==> src/rtl/uart_irq_status.sv <==
module uart_irq_status #(
  parameter int NSRC = 8,
  parameter int AW   = 2
) (
  input  logic            clk,
  input  logic            rst_n,
  input  logic [NSRC-1:0] evt_i,
  input  logic            wr_en,
  input  logic [AW-1:0]   wr_addr,
  input  logic [NSRC-1:0] wr_data,
  input  logic [AW-1:0]   rd_addr,
  output logic [NSRC-1:0] rd_data,
  output logic [NSRC-1:0] status_o,
  output logic [NSRC-1:0] irq_o
);
  localparam logic [AW-1:0] A_EN  = AW'(0);
  localparam logic [AW-1:0] A_CLR = AW'(1);
  localparam logic [AW-1:0] A_TST = AW'(2);
  localparam logic [AW-1:0] A_OVR = AW'(3);

  logic [NSRC-1:0] en_q, ovr_q, st_q;
  logic            tst_q;
  logic [NSRC-1:0] set_v, clr_v;

  // masked set dominates write-one-to-clear
  assign set_v = evt_i & en_q;
  assign clr_v = (wr_en && wr_addr == A_CLR) ? wr_data : '0;

  always_ff @(posedge clk or negedge rst_n) begin
    if (!rst_n) begin
      en_q  <= '0;
      ovr_q <= '0;
      tst_q <= 1'b0;
      st_q  <= '0;
    end else begin
      st_q <= (st_q & ~clr_v) | set_v;
      if (wr_en) begin
        case (wr_addr)
          A_EN:    en_q  <= wr_data;
          A_TST:   tst_q <= wr_data[0];
          A_OVR:   ovr_q <= wr_data;
          default: ;
        endcase
      end
    end
  end

  assign status_o = st_q;
  assign irq_o    = tst_q ? ovr_q : (st_q & en_q);

  always_comb begin
    case (rd_addr)
      A_EN:    rd_data = en_q;
      A_TST:   rd_data = {{(NSRC-1){1'b0}}, tst_q};
      A_OVR:   rd_data = ovr_q;
      default: rd_data = '0;
    endcase
  end

  a_r2_set_latches: assert property (@(posedge clk) disable iff (!rst_n)
    1'b1 |=> ((status_o & $past(evt_i & en_q)) == $past(evt_i & en_q)));

  a_r3_masked_no_set: assert property (@(posedge clk) disable iff (!rst_n)
    1'b1 |=> ((status_o & ~$past(status_o) & $past(evt_i & ~en_q)) == '0));

  a_r4_clear_bits: assert property (@(posedge clk) disable iff (!rst_n)
    (wr_en && wr_addr == A_CLR) |=>
      ((status_o & $past(wr_data & ~(evt_i & en_q))) == '0));

  a_r4_clear_reads_zero: assert property (@(posedge clk) disable iff (!rst_n)
    (rd_addr == A_CLR) |-> (rd_data == '0));

  a_r8_hold_quiet: assert property (@(posedge clk) disable iff (!rst_n)
    (evt_i == '0 && !(wr_en && wr_addr == A_CLR)) |=> $stable(status_o));

  a_r6_irq_needs_status: assert property (@(posedge clk) disable iff (!rst_n)
    (rd_addr == A_TST && rd_data[0] == 1'b0) |-> ((irq_o & ~status_o) == '0));
endmodule

==> config.mk <==
export PLATFORM = sky130hd
export DESIGN_NAME = uart_irq_status
export DESIGN_NICKNAME = d
export VERILOG_FILES = /design/src/rtl/uart_irq_status.sv
export SDC_FILE = /design/constraint.sdc
export NUM_CORES = 1
export LEC_CHECK = 0
export BUFFER_PORTS_ARGS = -buffer_cell sky130_fd_sc_hd__buf_2
export CAP_MARGIN = 15
export CORE_MARGIN = 2
export CORE_UTILIZATION = 47
export DETAILED_ROUTE_END_ITERATION = 12
export HOLD_SLACK_MARGIN = 0.03
export PLACE_DENSITY_LB_ADDON = 0.1
export SYNTH_ARGS = -nofsm -noshare
export SYNTH_HDL_FRONTEND = slang
export SYNTH_SLANG_ARGS = --single-unit
==> constraint.sdc <==
create_clock -name clk -period 1.4 [get_ports clk]
set_clock_uncertainty 0.1 [all_clocks]
set_input_delay 0.21 -clock clk [delete_from_list [all_inputs] [get_ports clk]]
set_output_delay 0.21 -clock clk [all_outputs]
set_load 0.005 [all_outputs]
## Word-level counts from Yosys, hierarchy flattened

Cells that the tools add are included.

- RAM bits: 0
- Memories: 0
- Register bits: 25
- Bits in read-only memories: 0
- Output and inout bits: 24
- Word-level logic and storage cells: 23
- Bits of input ports: 23
- Latch bits: 0

- Bitwise logic cells: 5
- Div/mod/pow operators: 0
- Multiply operators: 0
- $add $sub $neg: 0
- Mux-type cells: 3
- Equal/unequal tests: 5
- $lt $le $gt $ge: 0
- Shift-type cells: 0
- Reduce and logical (&&, ||, !) cells: 6

Operators by type and width:

| kind | count |
|---|---|
| $and 8x8->8 | 3 |
| $pmux 8 s3 | 1 |
| $mux 8 | 2 |
| $eq 2x2->1 const B | 4 |
| $not 8->8 | 1 |
| $or 8x8->8 | 1 |
| $reduce_and 2->1 | 3 |
| $logic_not 2->1 | 2 |
| $eq 2x1->1 const B | 1 |
| $logic_and 1x1->1 | 1 |

## Depth between registers and ports, before layout

- Depth in word-level cells: 6
- Depth in mapped cells: 4
- Mapped depth without buffers: 2

## Worst setup path after synthesis

Ideal clock, no wire load.

- Path type: reg-to-output
- Start: register tst_q
- End: output port irq_o[0]
- Cell stages (with the launch flop): 5
- Buffers on the path: 2
- Path slack: 0.163 ns
- Data arrival time: 0.927 ns
- Data required time: 1.090 ns
- Cell sequence: dfrtp_1 -> clkbuf_1 -> clkbuf_1 -> nand2_1 -> o21ai_0

- Cells in the longest elaborated chain, start to end: 1

RTL lines:

| what | line | RTL |
|---|---|---|
| start, declared | 22 | `logic tst_q;` |
| start signal, assigned | 40 | `A_TST: tst_q <= wr_data[0];` |
| $mux 8 | 49 | `assign irq_o = tst_q ? ovr_q : (st_q & en_q);` |
| end, declared | 14 | `output logic [NSRC-1:0] irq_o` |

No other way between the ends.

## Worst setup path after layout

- Start: register tst_q
- End: output port rd_data[0]

- Cells in the longest elaborated chain, start to end: 1

RTL lines:

| what | line | RTL |
|---|---|---|
| $pmux 8 s3 | 52 | `case (rd_addr)` |
| end, declared | 12 | `output logic [NSRC-1:0] rd_data,` |

No other way between the ends.

==> impl.org <==
** Run status
- Outcome :: complete, but fails checks
- Violations in the final reports :: setup timing

** Die
- The die is 54.40 microns wide.
- Io pins :: 47
- Core box area :: 0.002432 sq mm
- Once the floorplan was initialized, standard cells occupied 49.07% of the core.
- Area of the die :: 0.002959 sq mm
- In this run the vertical extent of the chip is 54.40 microns.
- Cell row count :: 18

** Pwr
- Net switching is 29.51% of the power.
- Leak Pwr :: 0.7878 nW
- The internal power of the cells totals 1.256 mW.
- Reg power frac :: 51.7%
- For this design the ratio of total power to cell area is 1055 mW/mm^2.
- Of the total power, combinational logic draws 30.4%.
- The worst-case IR drop observed on VDD is 0.0008772 V.
- Net switching component of the power :: 525.7 uW
- The clock network is responsible for 17.9% of the overall power.

** Timing
- Final Cycle Share :: 113.8%
- Final max-slew violation count :: 0
- Unrepaired setup endpoints after global routing :: yes
- Measured against its own limit, the worst slew margin works out to 62.76%.
- Setup violations remaining at the end of the flow were counted as 9.
- The hold violation count in the final report came to 0.
- Counting I/O delays and the setup requirement, the final critical path takes 1593 ps.
- Final Worst Setup Slack :: -193.1 ps
- The tightest hold path in the finished design has a slack of 44.17 ps.
- Setup TNS after final layout :: -1091 ps
- For the pin with the worst max-slew slack, the measured transition is 558.6 ps.
- Based on the critical path, the design can be clocked at up to 627.7 MHz.

** Critical path
- Of all nets on the critical path, the largest fanout is 2.
- Critical path startpoint category :: register
- WP data arrival :: 1280 ps
- Endpoint required time on the critical path :: 1090 ps
- The critical path is of the reg2out type.
- CP Capture Type :: output pin

** Global route
- Number of global-route vias before repair :: 1,013
- Global routing used 21.52% of the available tracks.
- Entering global routing, the biggest net connects 26 pins.
- Number of antenna violations at the first check in global routing :: 0
- Global-route wire length before repair :: 4429 microns
- Total overflow reported by the global router :: 0

** Route
- Once detail routing completed, the nets flagged for antenna violations numbered 0.
- Post-Route M1 WL :: 1304 microns
- Number of DRC violations after detailed routing :: 0
- Dividing the detail-routed via count by the number of cells gives 5.259.
- The first TritonRoute pass finished after 4 iterations.
- For this block, the via count after detailed routing is 1,057.
- DR top layer :: met4
- Count of routing violations after the opening detailed-route iteration :: 20
- Sum of met3 wire segment lengths after detailed routing :: 132 microns
- Wirelength per Cell :: 14.40 microns
- Total met2 wirelength after detailed routing :: 1439 microns
- Aggregate routed wire length :: 2895 microns

** Clocking
- CTS clk-pin slew, worst paths :: 140 ps
- Cts bufs inserted :: 3
- Insertion delay to the later sink of the worst-skew pair :: 320 ps
- TritonCTS built the clock tree.
- The cell sitting at the root of the clock tree is a sky130_fd_sc_hd__clkbuf_4.
- Clock Sinks :: 25
- CTS built an H-tree with a depth of 1.
- In this run the deepest clock path goes through 2 buffers.

** Place
- Timing analysis after detailed placement gives a worst setup slack of 107.8 ps.
- The congestion estimate from routability-driven global placement came to 0.6861.
- Buffers on Ports :: 46
- Detailed placer's ending HPWL :: 2030 microns
- Cell Count Post-Placement :: 180

** Final layout
- The repair_antennas step left the layout with diodes totalling 0.
- The post-route netlist has 47.95% of its cells at a drive strength greater than 1.
- For this run, the share of the core covered by cells in the final layout is 69.39%.
- Synth-to-Final Area Change :: 41.40%
- Leaving out fill and tap cells, the most frequent cell in the layout is sky130_fd_sc_hd__buf_2.
- In the final design database the tool counted 195 nets.
- Count of non-filler cells in the finished layout :: 201
- In the layout the commonest cells are sky130_fd_sc_hd__buf_2, sky130_fd_sc_hd__dfrtp_1, sky130_fd_sc_hd__mux2_2.

** Synth
- Sequential cell area fraction in the yosys report :: 52.41%
- After synthesis, the mean cell area works out to 11.94 sq um.
- The number of different library cells used by synthesis comes to 13.
- In this run, synthesis produced a sequential element count of 25.
- The Yosys step of the flow raised 0 warnings.
- Synthesis produced a netlist with a net count of 123.
- Counting every instance in the synthesized netlist gives 100.
- Netlist area before placement :: 0.001194 sq mm

** Min path
- Worst min-delay path category :: in2reg

** Job
- The tool flagged a number of max-cap violations equal to 0.
per-layer routing:
| metal | global-route usage (%) | up-vias |
|---|---|---|
| met1 | 27.45 | 516 |
| met3 | 2.459 | 2 |
| met5 | 0 | - |
| met2 | 36.75 | 27 |
| met4 | 9.167 | 0 |
| li1 | - | 512 |
power groups by stage:
| stage | sequential (mW) | clock, mW | combinational (mW) |
|---|---|---|---|
| after floorplan | 0.914 | 0 | 0.259 |
| after global placement | 0.930 | 0 | 0.456 |
| after detailed placement | 0.938 | 0 | 0.467 |
| after CTS | 0.919 | 0.339 | 0.531 |
| after global routing | 0.937 | 0.355 | 0.604 |
| final | 0.921 | 0.318 | 0.542 |
registers in the layout (all words and copies together), names as in the netlist:
| signal | cells |
|---|---|
| en_q | 8 |
| status_o | 8 |
| tst_q | 1 |
| ovr_q | 8 |
synthesized netlist by cell type:
library cell / count / area, sq um
sky130_fd_sc_hd__nand2_1: 16 / 60.06
sky130_fd_sc_hd__and2_1: 1 / 6.260
sky130_fd_sc_hd__a221o_1: 8 / 80.08
sky130_fd_sc_hd__dfrtp_1: 25 / 625.6
sky130_fd_sc_hd__nor2b_1: 8 / 50.05
sky130_fd_sc_hd__a22o_1: 8 / 70.07
sky130_fd_sc_hd__nor2_1: 1 / 3.750
sky130_fd_sc_hd__nand3_2: 1 / 10.01
sky130_fd_sc_hd__nand3b_1: 2 / 15.01
sky130_fd_sc_hd__mux2_2: 18 / 202.7
sky130_fd_sc_hd__o21ai_0: 8 / 40.04
sky130_fd_sc_hd__clkbuf_1: 3 / 11.26
sky130_fd_sc_hd__nor3b_4: 1 / 18.77
area by class of cell:
type                            instances  area, sq um
Clock buffer                            3        22.52
Clock inverter                          1        5.005
Fill cell                             197        744.5
Multi-Input combinational cell         72        556.8
Sequential cell                        25        625.6
Tap cell                               30        37.54
Timing Repair Buffer                   70        440.4
what timing repair did:
| action | CTS | global route |
|---|---|---|
| setup buffers | 4 | 1 |
| setup endpoints to repair | 14 | 16 |
| endpoints found under the hold margin | 37 | 0 |
| pin swaps | 2 | 2 |
| hold buffers | 12 | 0 |
| gates resized for setup | 1 | 5 |
critical path, stage by stage (launching register included):
cell and delay, ps:
sky130_fd_sc_hd__dfrtp_1 410, sky130_fd_sc_hd__mux2_2 260, sky130_fd_sc_hd__a22o_1 170, sky130_fd_sc_hd__buf_2 120
kinds of logic after synthesis:
family          Yosys count  synth area share (%)
mux                      18                 16.98
flops                    25                 52.41
compound gates           24                 15.93
buf+inv                   3                0.9433
simple gates             30                 13.73
metrics by stage:
step                area [sq um]  power [mW]
detailed placement          1503       1.405
finish                      1688       1.781
global route                1688       1.897
floorplan                   1194       1.172
global placement            1503       1.386
CTS                         1680       1.789
worst paths after layout:
path                                 startpoint                    end  slack [ps]  depth (start not counted)
max                           tst_q$_DFFE_PN0P_             rd_data[0]        -190                          3
min                                  wr_data[6]   ovr_q[6]$_DFFE_PN0P_          40                          2
max reg2reg                   tst_q$_DFFE_PN0P_      tst_q$_DFFE_PN0P_         310                          2
min reg2reg                ovr_q[1]$_DFFE_PN0P_   ovr_q[1]$_DFFE_PN0P_         460                          1
max in group asynchronous                 rst_n  status_o[7]$_DFF_PN0_         530                          2
min in group asynchronous                 rst_n    en_q[6]$_DFFE_PN0P_         300                          2
(Power assumes the default switching activity.)
